File: config.mk
export PLATFORM = sky130hd
export DESIGN_NAME = hazard_fwd_ctl
export DESIGN_NICKNAME = d
export VERILOG_FILES = /design/src/rtl/hazard_fwd_ctl.sv
export SDC_FILE = /design/constraint.sdc
export NUM_CORES = 1
export LEC_CHECK = 0
export CORE_MARGIN = 4
export CORE_UTILIZATION = 34
export DETAILED_ROUTE_END_ITERATION = 12
export PLACE_DENSITY = 0.82
export SYNTH_ARGS = -nofsm -noshare
export SYNTH_HDL_FRONTEND = slang
export SYNTH_SLANG_ARGS = --single-unit
File: constraint.sdc
create_clock -name vclk -period 3.46
set_input_delay 1.038 -clock vclk [all_inputs]
set_output_delay 1.038 -clock vclk [all_outputs]
set_load 0.02 [all_outputs]
File: src/rtl/hazard_fwd_ctl.sv
module hazard_fwd_ctl #(
  parameter int RW = 5
) (
  input  logic          fwd_en,
  input  logic [RW-1:0] id_rs1,
  input  logic [RW-1:0] id_rs2,
  input  logic          id_use1,
  input  logic          id_use2,
  input  logic          id_store,
  input  logic [RW-1:0] ex_rs1,
  input  logic [RW-1:0] ex_rs2,
  input  logic [RW-1:0] ex_rd,
  input  logic          ex_regwrite,
  input  logic          ex_memread,
  input  logic [RW-1:0] mem_rd,
  input  logic          mem_regwrite,
  input  logic [RW-1:0] mem_rs2,
  input  logic          mem_memwrite,
  input  logic [RW-1:0] wb_rd,
  input  logic          wb_regwrite,
  output logic [1:0]    fwd_a,
  output logic [1:0]    fwd_b,
  output logic          fwd_sd,
  output logic          pc_hold,
  output logic          ifid_hold,
  output logic          idex_bubble
);
  localparam logic [RW-1:0] ZERO_REG = '0;
  localparam logic [1:0] SEL_RF  = 2'b00;
  localparam logic [1:0] SEL_EXM = 2'b10;
  localparam logic [1:0] SEL_MWB = 2'b01;

  logic ex_live, mem_live, wb_live;
  assign ex_live  = ex_regwrite  && (ex_rd  != ZERO_REG);
  assign mem_live = mem_regwrite && (mem_rd != ZERO_REG);
  assign wb_live  = wb_regwrite  && (wb_rd  != ZERO_REG);

  function automatic logic [1:0] pick(input logic [RW-1:0] src,
                                      input logic m_ok, input logic [RW-1:0] m_rd,
                                      input logic w_ok, input logic [RW-1:0] w_rd);
    if (m_ok && m_rd == src)      return SEL_EXM;
    else if (w_ok && w_rd == src) return SEL_MWB;
    else                          return SEL_RF;
  endfunction

  assign fwd_a  = fwd_en ? pick(ex_rs1, mem_live, mem_rd, wb_live, wb_rd) : SEL_RF;
  assign fwd_b  = fwd_en ? pick(ex_rs2, mem_live, mem_rd, wb_live, wb_rd) : SEL_RF;
  assign fwd_sd = fwd_en && mem_memwrite && wb_live && (wb_rd == mem_rs2);

  logic s1_ex, s2_ex, s1_mem, s2_mem, stall_off, stall_load, stall;
  assign s1_ex  = id_use1 && ex_live  && (ex_rd  == id_rs1);
  assign s2_ex  = id_use2 && ex_live  && (ex_rd  == id_rs2);
  assign s1_mem = id_use1 && mem_live && (mem_rd == id_rs1);
  assign s2_mem = id_use2 && mem_live && (mem_rd == id_rs2);

  assign stall_off  = !fwd_en && (s1_ex || s2_ex || s1_mem || s2_mem);
  assign stall_load = fwd_en && ex_memread && (s1_ex || (s2_ex && !id_store));
  assign stall      = stall_off || stall_load;

  assign pc_hold     = stall;
  assign ifid_hold   = stall;
  assign idex_bubble = stall;

  always_comb begin
    a_r9_off_no_fwd: assert (fwd_en || (fwd_a == SEL_RF && fwd_b == SEL_RF && !fwd_sd))
      else $error("forward select active with forwarding off");
    a_r5_zero_src_a: assert (ex_rs1 != ZERO_REG || fwd_a == SEL_RF)
      else $error("register 0 forwarded on operand A");
    a_r5_zero_src_b: assert (ex_rs2 != ZERO_REG || fwd_b == SEL_RF)
      else $error("register 0 forwarded on operand B");
    a_r10_wb_only_no_stall: assert (ex_regwrite || mem_regwrite || !pc_hold)
      else $error("stall with only a writeback producer");
    a_r8_alu_no_stall: assert (!fwd_en || ex_memread || !idex_bubble)
      else $error("stall on ALU producer with forwarding on");
    a_r11_unused_no_stall: assert (id_use1 || id_use2 || !ifid_hold)
      else $error("stall with no decode source in use");
    a_r3_sel_legal: assert (fwd_a != 2'b11 && fwd_b != 2'b11)
      else $error("illegal forward select");
  end
endmodule

**Word-level counts from Yosys, hierarchy flattened**

Cells that the tools add are included.

- Output and inout port bits: 8
- Register bits after elaboration: 0

- Multiplexer cells: 6
- Equality and inequality tests: 9
- Reductions and logical operators: 32

Operators with widths:

| cell | count |
|---|---|
| == test 5 bit | 9 |
| logical AND 1 bit | 22 |
| nonzero test 5 bit | 3 |
| 2-to-1 mux 2 bit | 4 |
| logical OR 1 bit | 5 |
| zero test 1 bit | 2 |
| 2-to-1 mux 1 bit | 2 |

**Longest topological paths before layout**

- Word-level depth: 9
- Mapped depth: 6
- Depth with buffers taken out: 4

**Worst setup path after synthesis**

No wires, ideal clock.

- Kind: input -> output
- Start point: input port mem_rd[2]
- End point: output port fwd_a[0]
- Buffers on the path: 1
- Data arrival time: 2.443 ns
- Slack: -0.021 ns
- Required time: 2.422 ns
- Cell stages on the path: 5
- Cells stage by stage: buf_2 -> or4_4 -> o21ai_4 -> nor4_1 -> nor4_2

- Word-level cells in the longest chain between the ends: 5

RTL lines:

| element | RTL line | text |
|---|---|---|
| from (decl) | 15 | `input logic [RW-1:0] mem_rd,` |
| nonzero test 5 bit | 35 | `assign mem_live = mem_regwrite && (mem_rd != ZERO_REG);` |
| logical AND 1 bit | 35 |  |
| logical AND 1 bit * | 41 | `if (m_ok && m_rd == src) return SEL_EXM;` |
| 2-to-1 mux 2 bit * | 41 |  |
| 2-to-1 mux 2 bit * | 46 | `assign fwd_a = fwd_en ? pick(ex_rs1, mem_live, mem_rd, wb_live, wb_rd) : SEL_RF;` |
| to (decl) | 21 | `output logic [1:0] fwd_a,` |

Every way passes the cells marked *; elsewhere a longest branch is shown, timed or not.

**Final worst setup path**

- Start point: input port wb_rd[2]
- End point: output port fwd_sd

- Word-level cells in the longest chain between the ends: 4

RTL lines:

| element | RTL line | text |
|---|---|---|
| from (decl) | 19 | `input logic [RW-1:0] wb_rd,` |
| nonzero test 5 bit | 36 | `assign wb_live = wb_regwrite && (wb_rd != ZERO_REG);` |
| logical AND 1 bit | 36 |  |
| logical AND 1 bit | 48 | `assign fwd_sd = fwd_en && mem_memwrite && wb_live && (wb_rd == mem_rs2);` |
| logical AND 1 bit * | 48 |  |
| to (decl) | 23 | `output logic fwd_sd,` |

Marked as above.

==> flow_metrics.tcl <==
set metrics [dict create \
    vias_per_cell 4.96 \
    die_y_um 52.3 \
    place_ws_ns -0.869 \
    drt_wl_total_mm 2.93 \
    fin_ws_ns -0.0176 \
    grt_pass1_wl_mm 4.35 \
    clockBufferCount 0 \
    finalHoldViolCount 0 \
    status "finished, violations left" \
    use_met3 0.0228 \
    critical_path_class "primary input to primary output" \
    synthXorXnorAreaFrac 0.591 \
    met2_usage 0.452 \
    yosysWarnings 0 \
    fin_crit_ns 3.48 \
    syn-cell-area_um2 667 \
    place_congestion 0.754 \
    hp-start "fwd_en" \
    synth_cell_types 23 \
    fp.coreArea_um2 1780 \
    grt-ovfl-total 0 \
    grt_max_degree 6 \
    grt.busiest_layer "met2" \
    vias 943 \
    synth_top_area_share 0.407 \
    dieArea_um2 2730 \
    grt_pass1_vias 1022 \
    power_density_nw_per_um2 116 \
    violations "setup timing" \
    grt_antenna_before_repair 0 \
    power.leakage_nw 0.691 \
    worst_pin_slew_ns 0.283 \
    syn_nets 136 \
    end_kind "primary output" \
    first_iter_violations 3 \
    crit_fanout 2 \
    synth_top_family_by_area "XOR/XNOR gates" \
    setup_tns_ns -0.0342 \
    yosys.area_share.simple 0.253 \
    drv_cap 0 \
    ant_nets 0 \
    slew_violations 0 \
    ir_drop_mv 0.0743 \
    synth_area_per_cell_um2 7.67 \
    synth_commonest_cells "31 x xnor2_1, 14 x xor2_1, 5 x nand2_1, 5 x nand4_1" \
    synthAdderAreaFrac 0 \
    seqCellArea_um2 0 \
    rsz0062_at_grt "yes" \
    dr.pass1.iters 4 \
    synth_compound_area_frac 0.0826 \
    synthMostInstantiatedCell "xnor2_1" \
    yosysSeqAreaShare 0 \
    dpl.hpwl_mm 2.44 \
    muxShareOfSynthArea 0 \
    whs_endpoint "fwd_a[1]" \
    syn_inst 87 \
    hp-class "primary input to primary output" \
    initial_core_util 0.374 \
    fillers 121 \
    num_rows 15 \
    seq_cell_count 0 \
    synth_area_leader_cell "xnor2_1" \
    max_freq_ghz 0.288 \
    dieWidth_um 52.3 \
    setup_viol 2 \
    min_delay_path_depth 4 \
    track_usage 0.208 \
    drc_errors 0 \
    n_antenna_cell 0 \
    layout.nets 216 \
    drive_above_1_share 0.364 \
    grt_use_met1 0.195 \
    start_kind "primary input" \
    port_buffers 57 \
    fin_total_pwr_mw 0.170 \
    relSlewSlack 0.810 \
    critPathArrivalTime_ns 2.44 \
    multi_input_area_um2 676 \
    area_delta_synth_final_pct 121 \
    avgRoutedWirePerCell_um 15.4 \
    worst_ep_required_time_ns 2.42 \
    pin_count 57 \
    ys_top_cells_by_area "xnor2_1 41%, xor2_1 18%, nand4_1 4.7%, nor4_2 3.8%, or4_1 3.4%" \
    final.period_utilization 1.01 \
]
cell type report:
type,instances,share of cell area
Multi-Input combinational cell,79,0.459
Timing Repair Buffer,85,0.517
Tap cell,25,0.0213
Inverter,1,0.00255
cell usage in the layout (no fill, tap or decap):
cell type,Yosys,routed
nand4_1,5,5
clkbuf_2,0,5
nor4_2,2,1
buf_2,3,5
o21ai_4,1,1
o21ai_0,1,1
xor2_1,14,14
xnor2_2,0,1
clkdlybuf4s50_1,0,15
dlymetal6s2s_1,0,11
dlygate4sd2_1,0,9
a21oi_1,1,1
and2_2,2,1
and2_4,0,1
o211ai_1,1,1
nand3_1,3,3
or4_1,3,2
xnor2_1,31,30
o22ai_1,2,1
nor3_1,2,2
inv_1,1,1
a22o_1,1,1
nor2_1,2,2
o22ai_2,0,1
buf_6,1,11
nand2_1,5,5
or4_4,1,2
clkdlybuf4s15_1,0,1
buf_4,2,28
nor4_4,0,3
critical path: stages:
cell	delay [ns]
buf_6	0.09
or4_1	0.53
o211ai_1	0.24
buf_4	0.16
buf_4	0.10
buf_4	0.09
nor3_1	0.04
buf_2	0.15
power breakdown:
part | switching (mW) | total, mW | internal [mW]
clock | 0 | 0 | 0
combinational | 0.0696 | 0.170 | 0.100
sequential | 0 | 0 | 0
metrics by stage:
stage               instance area (µm²)  hold WS, ns   util  instances
finish                             1470         2.57  0.825        190
global route                       1470         2.60  0.825        190
CTS                                1380         2.70  0.775        186
detailed placement                 1400         3.15  0.783        185
global placement                   1400         3.10  0.783        185
floorplan                           667         2.20      -         87
repair_timing:
| action | CTS | global route |
|---|---|---|
| pin swaps | 14 | 12 |
| endpoints found under the setup margin | 8 | 5 |
| buffers inserted | 1 | 4 |
| gates resized for setup | 85 | 43 |
| hold buffers | 0 | 0 |
layer usage:
metal,up-vias,wire [µm]
li1,456,-
met1,433,1010
met2,50,1630
met3,4,258
met4,0,29
met5,-,0
worst max path at each step:
stage	from	to	slack, ns
3_5_place_dp	wb_rd[4]	fwd_a[0]	-0.87
6_report	wb_rd[2]	fwd_sd	-0.02
3_3_place_gp	wb_rd[1]	fwd_b[0]	-0.77
5_1_grt	mem_rd[2]	fwd_a[0]	-0.12
2_1_floorplan	mem_rd[2]	ifid_hold	0.06
4_1_cts	mem_rd[2]	fwd_a[0]	-0.06
cells by family after synthesis:
family	count (synthesis)
buffers and inverters	8
XOR/XNOR	45
AND/OR/NAND/NOR	27
AO/OA/AOI/OAI	7
No activity file was read; power rests on OpenSTA's default activity.
